--- config.mk ---
export PLATFORM = sky130hd
export DESIGN_NAME = cos_irq_ctrl
export DESIGN_NICKNAME = d
export VERILOG_FILES = /design/src/rtl/cos_irq_ctrl.sv
export SDC_FILE = /design/constraint.sdc
export NUM_CORES = 1
export LEC_CHECK = 0
export CAP_MARGIN = 25
export CORE_UTILIZATION = 52
export CTS_CLUSTER_DIAMETER = 40
export DETAILED_ROUTE_END_ITERATION = 7
export GPL_TIMING_DRIVEN = 0
export PLACE_DENSITY = 0.8
export REMOVE_ABC_BUFFERS = 1
export SLEW_MARGIN = 20
export SYNTH_ARGS = -nofsm -noshare
export SYNTH_HDL_FRONTEND = slang
export SYNTH_SLANG_ARGS = --single-unit
--- constraint.sdc ---
create_clock -name clk -period 4.08 [get_ports clk]
set_clock_uncertainty 0.1 [all_clocks]
set_input_delay 1.224 -clock clk [delete_from_list [all_inputs] [get_ports clk]]
set_output_delay 1.224 -clock clk [all_outputs]
set_load 0.01 [all_outputs]
--- src/rtl/cos_irq_ctrl.sv ---
module cos_irq_ctrl #(
  parameter int NUM_IN  = 32,
  parameter int NUM_COS = 16,
  parameter int ADDR_W  = 8,
  parameter int DATA_W  = 32
) (
  input  logic              clk,
  input  logic              rst_n,
  input  logic [ADDR_W-1:0] bus_addr,
  input  logic              wr_en,
  input  logic [DATA_W-1:0] wr_data,
  input  logic              rd_en,
  output logic [DATA_W-1:0] rd_data,
  input  logic [NUM_IN-1:0] din,
  output logic              irq
);
  localparam int WIDX_W = ADDR_W - 2;
  localparam logic [WIDX_W-1:0] W_RAW  = WIDX_W'(0);
  localparam logic [WIDX_W-1:0] W_HIGH = WIDX_W'(1);
  localparam logic [WIDX_W-1:0] W_LOW  = WIDX_W'(2);
  localparam logic [WIDX_W-1:0] W_STAT = WIDX_W'(3);
  localparam logic [WIDX_W-1:0] W_CTRL = WIDX_W'(4);

  logic [NUM_IN-1:0]  s1_q, s2_q, prev_q;
  logic [NUM_COS-1:0] high_q, low_q, stat_q;
  logic [1:0]         ctrl_q;
  logic               pend_q, hold_q;

  wire [WIDX_W-1:0]  widx  = bus_addr[ADDR_W-1:2];
  wire               en    = ctrl_q[0];
  wire               lvl   = ctrl_q[1];
  wire [NUM_COS-1:0] cur   = s2_q[NUM_COS-1:0];
  wire [NUM_COS-1:0] old   = prev_q[NUM_COS-1:0];
  wire [NUM_COS-1:0] armed = high_q | low_q;

  wire [NUM_COS-1:0] edge_hit  = (cur & ~old & high_q) | (~cur & old & low_q);
  wire               all_met   = (&((~high_q | cur) & (~low_q | ~cur))) && (|armed);
  wire               armed_chg = |((cur ^ old) & armed);
  wire               evt       = en && (lvl ? (all_met && !hold_q) : (|edge_hit));
  wire [NUM_COS-1:0] cap       = lvl ? (cur & armed) : edge_hit;

  wire cfg_wr  = wr_en && (widx == W_HIGH || widx == W_LOW || widx == W_CTRL);
  wire stat_rd = rd_en && (widx == W_STAT);

  always_ff @(posedge clk) begin
    if (!rst_n) begin
      s1_q   <= '0;
      s2_q   <= '0;
      prev_q <= '0;
    end else begin
      s1_q   <= din;
      s2_q   <= s1_q;
      prev_q <= s2_q;
    end
  end

  always_ff @(posedge clk) begin
    if (!rst_n) begin
      high_q <= '0;
      low_q  <= '0;
      ctrl_q <= '0;
    end else if (wr_en) begin
      if (widx == W_HIGH) high_q <= wr_data[NUM_COS-1:0];
      if (widx == W_LOW)  low_q  <= wr_data[NUM_COS-1:0];
      if (widx == W_CTRL) ctrl_q <= wr_data[1:0];
    end
  end

  always_ff @(posedge clk) begin
    if (!rst_n) begin
      stat_q <= '0;
      pend_q <= 1'b0;
      hold_q <= 1'b0;
    end else begin
      stat_q <= (stat_rd ? '0 : stat_q) | (evt ? cap : '0);
      pend_q <= (pend_q && !stat_rd) || evt;
      if (cfg_wr)          hold_q <= 1'b0;
      else if (evt && lvl) hold_q <= 1'b1;
      else if (armed_chg)  hold_q <= 1'b0;
    end
  end

  always_comb begin
    case (widx)
      W_RAW:   rd_data = DATA_W'(s2_q);
      W_HIGH:  rd_data = DATA_W'(high_q);
      W_LOW:   rd_data = DATA_W'(low_q);
      W_STAT:  rd_data = DATA_W'(stat_q);
      W_CTRL:  rd_data = DATA_W'(ctrl_q);
      default: rd_data = '0;
    endcase
  end

  assign irq = pend_q && en;
endmodule

==> run metrics, run 1 <==
internal power=2370 uW; Iter 0 DRT Violations=421; antenna diode count=0; clock root cell=clkbuf_16; clk slew on worst S/H paths=0.05 ns; first-pass GRT wire length=23.6 mm; synth unique cells=34; Max Slew Vio Count=0; Place WS=-2.17 ns; Syn Area/Cell=9.49 um2; Final WS setup=0.0882 ns; HP Class=reg2reg; # fillers=817; H-tree depth=4; IO buf count=90; synth top area cells=dfxtp_1 45%, and2_1 10%, ha_1 6.8%, nand2_1 5.4%, mux4_2 5.4%; First-pass DRT Iterations=5; Vias=4937; # DRC=0; period utilization=97.8%; Seq pwr share=44.1%; std cell rows=38; initial antenna violation count=0; Max VDD drop=0.421 mV; Yosys top cell by area=dfxtp_1; DR vias/cell=5.76; sequential area share after synthesis=45.1%; CP Data Arrival Time=2.67 ns; num ports=109; DRT antenna net count=0; All-Layer GR Usage=26.7%; Worst setup EP type=output pin; critical path launch point type=input port; proportion of layout cells with a drive suffix above 1=9.62%; Clock Path Buffers=2; DP HPWL=9.57 mm; Period minus WS final=3.99 ns; DR WL/cell=17.4 um; final setup fails=0; Core Box Area=0.0109 mm2; largest net degree at the start of global routing=72; P&R area growth vs syn=28.3%; max cap viols=0; Die ar.=0.0117 mm2; Clock power frac=50.2%; Tightest Pin Transition=0.947 ns; clock sink count=132; Fmax=251 MHz; area of the multi-input gates=0.00300 mm2; RSZ-0062 raised after global routing=false; PD cells=406 mW/mm2; Reg area=0.00264 mm2; worst skew pair latency=0.42 ns; Max transition margin=36.7%; GP Congestion=0.858; grt ovf=0; Yosys top cell area share=45.1%; final core occ=68.8%; Post-Syn Area=0.00586 mm2; Leakage=0.00306 uW; Starting Density=53.6%; Sw Ratio=22.4%; die height=108 um; Cells after Synth=618; Combinational Power Share=5.7%; Die W=108 um; yosys warns=0; Final Hold Fails=0; Crit Path Max Fanout=4; WL final=14.9 mm; TritonCTS clock tree=yes; Crit Path Class=in2out; status=finished clean; CTS Buf Count=17; FF+latch count, synth=132; vias in the first global route=4810; # nets final=812; NetSw=683 uW; Critical Path RT=2.76 ns
[cells by family after synthesis]
family                   synth area share (%)
AO/OA/AOI/OAI                            13.4
AND/OR/NAND/NOR                          22.5
flip-flops                               45.1
buffers and inverters                    4.40
adder cells (fa/ha/maj)                  6.83
multiplexers                             7.77
[path summary, 6_finish.rpt]
path                                          start               endpoint  slack [ns]  cells past startpoint
worst min register to register  s1_q[13]$_SDFF_PN0_    s2_q[13]$_SDFF_PN0_        0.33                      1
worst max-delay path                    bus_addr[7]             rd_data[1]        0.09                      7
worst min-delay path            s1_q[13]$_SDFF_PN0_    s2_q[13]$_SDFF_PN0_        0.33                      1
worst max register to register   s2_q[5]$_SDFF_PN0_  stat_q[14]$_SDFF_PN0_        1.60                      6
[flip-flops by register name, summed over array words and instances, names as in the netlist]
name / flops
stat_q: 16
ctrl_q: 2
s2_q: 32
hold_q: 1
prev_q: 16
s1_q: 32
low_q: 16
high_q: 16
pend_q: 1
[timing repair]
item / 4_1_cts / 5_1_grt
resized for setup: 51 / 5
setup buffers: 5 / 1
setup endpoints to repair: 35 / 5
hold buffers: 0 / 0
pin swaps: 2 / 1
[power groups by stage]
stage | Combinational (uW) | Clock (uW) | Sequential, uW
3_3_place_gp | 161 | 0 | 1370
4_1_cts | 175 | 1550 | 1340
6_report | 175 | 1530 | 1350
2_1_floorplan | 66.3 | 0 | 1370
3_5_place_dp | 168 | 0 | 1370
5_1_grt | 190 | 1600 | 1350
[critical path: stages]
cell and delay (ns):
dlygate4sd2_1 0.30, nor4_4 0.35, buf_6 0.16, and3_4 0.20
a22oi_1 0.08, o21ai_1 0.17, buf_2 0.17
[synth_stat cells, drive strengths merged]
cell type	number
dfxtp	132
and2	95
nand2	85
a21boi	35
ha	32
inv	32
clkbuf	25
nor2	24
o22ai	23
and3	22
a22o	18
a22oi	17
mux2i	14
mux4	14
nand4	9
buf	8
nor4	7
nand3	6
a21oi	5
o21ai	5
nor2b	3
or4	2
a211oi	1
a221oi	1
a222oi	1
nor3	1
o31ai	1
[cell type report]
class                           instances  area share [%]
Clock buffer                           20            6.07
Tap cell                              140            2.33
Timing Repair Buffer                  100            13.0
Multi-Input combinational cell        421            39.9
Inverter                               32            1.60
Clock inverter                         12            1.93
Sequential cell                       132            35.1
[stage by stage]
stage / instance area (um2) / cells / setup TNS, ns / hold slack [ns] / power (uW)
after global routing: 7520 / 857 / 0 / 0.337 / 3140
after CTS: 7520 / 856 / 0 / 0.330 / 3070
final: 7520 / 857 / 0 / 0.330 / 3050
after floorplan: 5730 / 585 / -0.157 / 0.312 / 1430
after detailed placement: 6860 / 819 / -34.94 / 0.317 / 1540
after global placement: 6800 / 815 / -158.36 / 0.312 / 1530
[placed cells by master (no fill, tap or decap), drive strengths merged, types with 5 or more instances in the layout]
cell           synthesis  final
and2                  95     95
mux4                  14     14
clkdlybuf4s50          0     51
nand2                 85     85
ha                    32     32
dlygate4sd2            0     31
a22oi                 17     17
nand3                  6      6
nand4                  9      9
a21boi                35     35
and3                  22     22
dfxtp                132    132
nor4                   7      7
mux2i                 14     14
o22ai                 23     23
a22o                  18     18
clkbuf                25     21
inv                   32     37
nor2                  24     24
a21oi                  5      5
buf                    8     14
o21ai                  5      5
[metal layers]
layer | wire length (um) | part of all wire, % | vias to the layer above | track usage, %
li1 | - | - | 2305 | -
met1 | 6040 | 41 | 2388 | 30.4
met2 | 7550 | 51 | 212 | 46.7
met3 | 939 | 6.3 | 32 | 6.45
met4 | 348 | 2.3 | 0 | 12.6
met5 | 0 | 0 | - | 0
(Power assumes the default switching activity.)
==> run 2, diff against run 1 <==
- CTS_CLUSTER_SIZE: not set -> 30
- TNS_END_PERCENT: not set -> 20
==> results of run 2 <==
Same layout as run 1: the final DEF is identical, and so are final timing and power.
